**src/rtl/tpm_pkg.sv**
```systemverilog
package tpm_pkg;
    localparam int PH_W     = 24;
    localparam int FRAC_W   = 8;
    localparam int CNT_W    = PH_W - FRAC_W;
    localparam int INC_W    = 8;
    localparam int SH_W     = 4;
    localparam int G_W      = 12;
    localparam int G_ONE_SH = G_W - 1;
    localparam int PROD_W   = PH_W + G_W + 1;

    typedef logic signed [PH_W-1:0] phase_t;

    typedef struct packed {
        logic [SH_W-1:0] pole_sh;
        logic [SH_W-1:0] kp_sh;
        logic [SH_W-1:0] ki_sh;
    } lf_cfg_t;

    function automatic phase_t cycles_to_phase(input logic [CNT_W-1:0] c);
        return phase_t'({c, {FRAC_W{1'b0}}});
    endfunction

    function automatic phase_t frac_to_phase(input logic [FRAC_W-1:0] f);
        return phase_t'({{CNT_W{1'b0}}, f});
    endfunction

    function automatic phase_t inc_to_phase(input logic [INC_W-1:0] n);
        return cycles_to_phase(CNT_W'(n));
    endfunction
endpackage

```
**src/rtl/tpm_phase_detect.sv**
```systemverilog
module tpm_phase_detect
    import tpm_pkg::*;
(
    input  logic             clk,
    input  logic             rst,
    input  phase_t           fcw,
    input  phase_t           fmod,
    input  logic [INC_W-1:0] osc_inc,
    input  logic [FRAC_W-1:0] tdc_frac,
    output phase_t           pe
);
    phase_t           ref_q;
    logic [CNT_W-1:0] cnt_q;
    logic             upd_q;

    always_ff @(posedge clk) begin
        if (rst) begin
            ref_q <= '0;
            cnt_q <= '0;
            upd_q <= 1'b0;
        end else begin
            ref_q <= ref_q + fcw + fmod;
            cnt_q <= cnt_q + CNT_W'(osc_inc);
            upd_q <= 1'b1;
        end
    end

    always_comb begin
        pe = ref_q - cycles_to_phase(cnt_q) + frac_to_phase(tdc_frac);
    end


    pe_step_chk: assert property (@(posedge clk) disable iff (rst)
        upd_q |-> phase_t'(pe - $past(pe)) ==
            phase_t'($past(fcw) + $past(fmod) - inc_to_phase($past(osc_inc))
                     + frac_to_phase(tdc_frac) - frac_to_phase($past(tdc_frac))));
endmodule

```
**src/rtl/tpm_loop_filter.sv**
```systemverilog
module tpm_loop_filter
    import tpm_pkg::*;
(
    input  logic    clk,
    input  logic    rst,
    input  phase_t  pe,
    input  lf_cfg_t cfg,
    output phase_t  corr
);
    phase_t smooth_q;
    phase_t integ_q;
    phase_t lf_prev_q;
    phase_t lf;
    logic   upd_q;

    always_comb begin
        lf   = (smooth_q >>> cfg.kp_sh) + integ_q;
        corr = lf - lf_prev_q;
    end

    always_ff @(posedge clk) begin
        if (rst) begin
            smooth_q  <= '0;
            integ_q   <= '0;
            lf_prev_q <= '0;
            upd_q     <= 1'b0;
        end else begin
            smooth_q  <= smooth_q + ((pe - smooth_q) >>> cfg.pole_sh);
            integ_q   <= integ_q + (smooth_q >>> cfg.ki_sh);
            lf_prev_q <= lf;
            upd_q     <= 1'b1;
        end
    end


    pole_bypass_chk: assert property (@(posedge clk) disable iff (rst)
        (upd_q && $past(cfg.pole_sh) == '0) |-> smooth_q == $past(pe));
endmodule

```
**src/rtl/tpm_dco_norm.sv**
```systemverilog
module tpm_dco_norm
    import tpm_pkg::*;
(
    input  logic           clk,
    input  logic           rst,
    input  phase_t         corr,
    input  phase_t         fmod,
    input  logic [G_W-1:0] gain_inv,
    output phase_t         tw,
    output logic           vld
);
    phase_t                    sum;
    logic signed [PROD_W-1:0]  prod;

    always_comb begin
        sum  = corr + fmod;
        prod = sum * $signed({1'b0, gain_inv});
    end

    always_ff @(posedge clk) begin
        if (rst) begin
            tw  <= '0;
            vld <= 1'b0;
        end else begin
            tw  <= prod[G_ONE_SH +: PH_W];
            vld <= 1'b1;
        end
    end


    reset_clear_chk: assert property (@(posedge clk) disable iff (rst)
        !vld |-> tw == '0);

    vld_hold_chk: assert property (@(posedge clk) disable iff (rst)
        vld |=> vld);

    unity_gain_chk: assert property (@(posedge clk) disable iff (rst)
        (vld && $past(gain_inv) == G_W'(1 << G_ONE_SH)) |-> tw == $past(sum));
endmodule

```
**src/rtl/tpm_dpll_core.sv**
```systemverilog
module tpm_dpll_core
    import tpm_pkg::*;
(
    input  logic              clk,
    input  logic              rst,
    input  logic [PH_W-1:0]   fcw_i,
    input  logic [PH_W-1:0]   fmod_i,
    input  logic [INC_W-1:0]  osc_inc_i,
    input  logic [FRAC_W-1:0] tdc_frac_i,
    input  logic [SH_W-1:0]   pole_sh_i,
    input  logic [SH_W-1:0]   kp_sh_i,
    input  logic [SH_W-1:0]   ki_sh_i,
    input  logic [G_W-1:0]    gain_inv_i,
    output logic [PH_W-1:0]   tw_o,
    output logic              tw_vld_o
);
    phase_t  pe;
    phase_t  corr;
    phase_t  tw;
    lf_cfg_t cfg;

    always_comb begin
        cfg.pole_sh = pole_sh_i;
        cfg.kp_sh   = kp_sh_i;
        cfg.ki_sh   = ki_sh_i;
        tw_o        = tw;
    end

    tpm_phase_detect u_pd (
        .clk      (clk),
        .rst      (rst),
        .fcw      (phase_t'(fcw_i)),
        .fmod     (phase_t'(fmod_i)),
        .osc_inc  (osc_inc_i),
        .tdc_frac (tdc_frac_i),
        .pe       (pe)
    );

    tpm_loop_filter u_lf (
        .clk  (clk),
        .rst  (rst),
        .pe   (pe),
        .cfg  (cfg),
        .corr (corr)
    );

    tpm_dco_norm u_dco (
        .clk      (clk),
        .rst      (rst),
        .corr     (corr),
        .fmod     (phase_t'(fmod_i)),
        .gain_inv (gain_inv_i),
        .tw       (tw),
        .vld      (tw_vld_o)
    );
endmodule

```
**config.mk**
```make
export PLATFORM = sky130hd
export DESIGN_NAME = tpm_dpll_core
export DESIGN_NICKNAME = d
export VERILOG_FILES = /design/src/rtl/tpm_pkg.sv /design/src/rtl/tpm_phase_detect.sv /design/src/rtl/tpm_loop_filter.sv /design/src/rtl/tpm_dco_norm.sv /design/src/rtl/tpm_dpll_core.sv
export SDC_FILE = /design/constraint.sdc
export NUM_CORES = 1
export LEC_CHECK = 0
export ABC_AREA = 1
export BUFFER_PORTS_ARGS = -buffer_cell sky130_fd_sc_hd__clkbuf_2
export CAP_MARGIN = 20
export CORE_MARGIN = 3
export CORE_UTILIZATION = 59
export DETAILED_ROUTE_END_ITERATION = 10
export GPL_ROUTABILITY_DRIVEN = 0
export PLACE_DENSITY = 0.85
export SLEW_MARGIN = 40
export SYNTH_ARGS = -nofsm -noshare
export SYNTH_HDL_FRONTEND = slang
export SYNTH_HIERARCHICAL = 1
export SYNTH_SLANG_ARGS = --single-unit
```
**constraint.sdc**
```tcl
create_clock -name clk -period 11.8 [get_ports clk]
set_input_delay 2.36 -clock clk [delete_from_list [all_inputs] [get_ports clk]]
set_output_delay 2.36 -clock clk [all_outputs]
set_load 0.005 [all_outputs]
```
==> metrics.txt <==
status complete, no violations; initial drt markers 2,876; Tmin final between 10 and 15 ns; Crit. End Element flip-flop; drt first pass iters 7; Post-DRT Antenna Nets 0; Filler cells approximately 4,000; sequential fraction of the synthesis area 0.0944; WHS about 0.50 ns; placed cells between 5,000 and 6,000; Max Cap Violations 0; CP max stage delay around 0.55 ns; Slew @ Worst Pin 0.821 ns; # clock sinks approximately 140; Die Y around 230 µm; CTS H-Tree Depth 4; largest net degree at the start of global routing 47; GRT Util Overall 0.330; final-report hold violation count 0; Residual DRC 0; Yosys cell types 60; antenna violations before repair 2; Fin Setup TNS 0 ns; Highest Signal Layer met5; Synth Area in Adders 0.317; Crit path required time 12.17 ns; metal3 WL about 7400 µm; Setup Skew 0.0128 ns; total CTS buffers 17; diodes inserted 0; crit-path max FO 38; Startpoint Class input port; Slew headroom 0.452; layout cells sized above 1 0.129; clk_lat worst skew ~0.5 ns; first-pass GRT wire length about 140,000 µm; Die W between 200 and 250 µm; Final nets roughly 5,400; Post-synth EDFFs 0; drt via density roughly 5.6; row cnt 80; Final setup viols 0; share of flip-flops with an asynchronous set or reset 0; Post-Synth XOR/XNOR Area 0.0301; Slew Viols, Final 0; r2r setup slk 1.62 ns; Post-Route M1 WL 32,900 µm; vias in the first global route just under 30,000; Avg WL per Cell 16.2 µm; Fmax achieved about 86 MHz; post-synthesis compound-gate area fraction 0.129; Min-Delay Path Class flip-flop to flip-flop; top_reg_cell synth dfxtp_1; Mapped Area around 0.029 mm²; Area Growth Syn to Fin 13.3%; syn avg cell area approximately 6.5 µm²; final wirelength approximately 88,000 µm; Layout Utilization 0.684; CP max-delay cell fa_1; CTS tree done; Seq cells post-synth 137; largest family of logic cells by synthesized area adder cells; via count ~30,000; number of port buffers between 100 and 150; initial core utilization 0.603; root buffer cell clkbuf_16; Synth Instances 4,457; Yosys warnings 6; Final HPWL DP 71,500 µm; clk slew on worst S/H paths 0.06 ns; clock buffer depth 2; mux contribution to synthesized area 0.00999; critical path type input port to flip-flop; num ports roughly 120; metal2 WL a little over 40,000 µm; CP Data Arrival Time 11.93 ns; Final Instance Count excl. Fillers ~5,400; core area slightly below 0.05 mm²; GRT overflow 0; syn_nets slightly above 5,000; die area 0.0519 mm²; Post-Synth Simple-Gate Area 0.290; fin crit share 0.980
final cells by class:
type                            count  area (µm²)  area share
Multi-Input combinational cell   3343       23000       0.697
Clock inverter                     11         111     0.00338
Sequential cell                   137        2740      0.0833
Timing Repair Buffer              364        2500      0.0760
Clock buffer                       20         457      0.0139
Inverter                          886        3330       0.101
Tap cell                          656         821      0.0249
layer usage:
layer | vias up | global-route usage
met3 | 419 | 0.0681
met1 | 13888 | 0.378
met2 | 1486 | 0.562
li1 | 14622 | -
met4 | 4 | 0.213
met5 | - | 0
through the flow:
stage / instance area [µm²] / setup slack, ns
CTS: 32400 / 0.134
global placement: 31800 / -0.146
finish: 32900 / 0.239
floorplan: 29000 / 0.0266
global route: 32900 / -0.343
detailed placement: 31800 / -0.300
registers in the layout, summed over array words and instances, names as in the netlist:
signal	count
u_pd/ref_q	24
u_lf/smooth_q	24
u_dco/tw	24
u_lf/integ_q	24
u_pd/cnt_q	16
u_dco/vld	1
u_lf/lf_prev_q	24
timing repair:
action                                  4_1_cts  5_1_grt
endpoints found under the setup margin        0       21
resized for setup                             0      126
hold endpoints to repair                      0        0
hold buffers                                  0        0
setup buffers                                 0       22
logic make-up after synthesis:
logic type,count (synthesis)
xor gates and xnor gates,93
muxes,29
adders and majority gates,569
AOI/OAI and AO/OA,674
and+or+nand+nor,1978
DFF,137
buffers and inverters,977
path summary, 6_finish.rpt:
check                                            endpoint                    startpoint  cells after the start
worst min register to register  u_pd/cnt_q[12]$_SDFF_PP0_     u_pd/cnt_q[12]$_SDFF_PP0_                      2
worst min-delay path            u_pd/cnt_q[12]$_SDFF_PP0_     u_pd/cnt_q[12]$_SDFF_PP0_                      2
worst max-delay path              u_dco/tw[23]$_SDFF_PP0_                    kp_sh_i[0]                     58
worst max register to register    u_dco/tw[23]$_SDFF_PP0_  u_lf/smooth_q[23]$_SDFF_PP0_                     57
synthesized netlist by cell type (10+ instances only):
cell type / n / area, µm²
ha_1: 289 / 3620
nor2_4: 10 / 113
mux2i_1: 29 / 290
o21bai_1: 24 / 180
buf_2: 22 / 110
a21oi_1: 276 / 1380
nand2_2: 33 / 206
dfxtp_1: 137 / 2740
o21ai_0: 253 / 1270
nand4_1: 41 / 257
o211ai_1: 18 / 135
nor2_2: 14 / 87.6
nand3_2: 14 / 140
nor3_1: 36 / 180
fa_1: 280 / 5610
clkbuf_1: 59 / 221
inv_1: 870 / 3270
a31oi_1: 18 / 113
or2_2: 11 / 68.8
nand2_1: 1088 / 4080
nor2_1: 399 / 1500
a21oi_2: 11 / 96.3
o21a_1: 14 / 105
xor2_1: 60 / 526
a21o_1: 25 / 188
nand3_1: 291 / 1460
xnor2_1: 26 / 228
layout by cell type, fill, tap and decap left out, drive strengths merged, types with 2 or more instances in the layout:
cell,instances
nand4,42
o21ai,266
mux2i,29
nand3b,10
a31o,2
fa,280
o21a,14
clkinvlp,2
inv,884
o211ai,18
nor3,41
a221oi,2
a31oi,18
dfxtp,137
o21bai,25
nor2,423
buf,250
a21oi,287
or2,18
clkbuf,134
a211oi,4
a21o,25
nand2,1126
xor2,66
a21boi,7
ha,289
nor4,7
clkinv,10
nand3,305
o211a,2
and2,5
xnor2,26
worst max-delay path, delay by kind of cell:
kind | cells | cell delay (ns)
and+or+nand+nor | 22 | 2.45
xor gates and xnor gates | 2 | 0.24
buffers and inverters | 13 | 1.25
AOI/OAI and AO/OA | 11 | 1.70
adders and majority gates | 9 | 3.77
muxes | 1 | 0.13
Power is not shown: default switching activity piles up to over one toggle a cycle in this logic, so the estimate is an artifact.
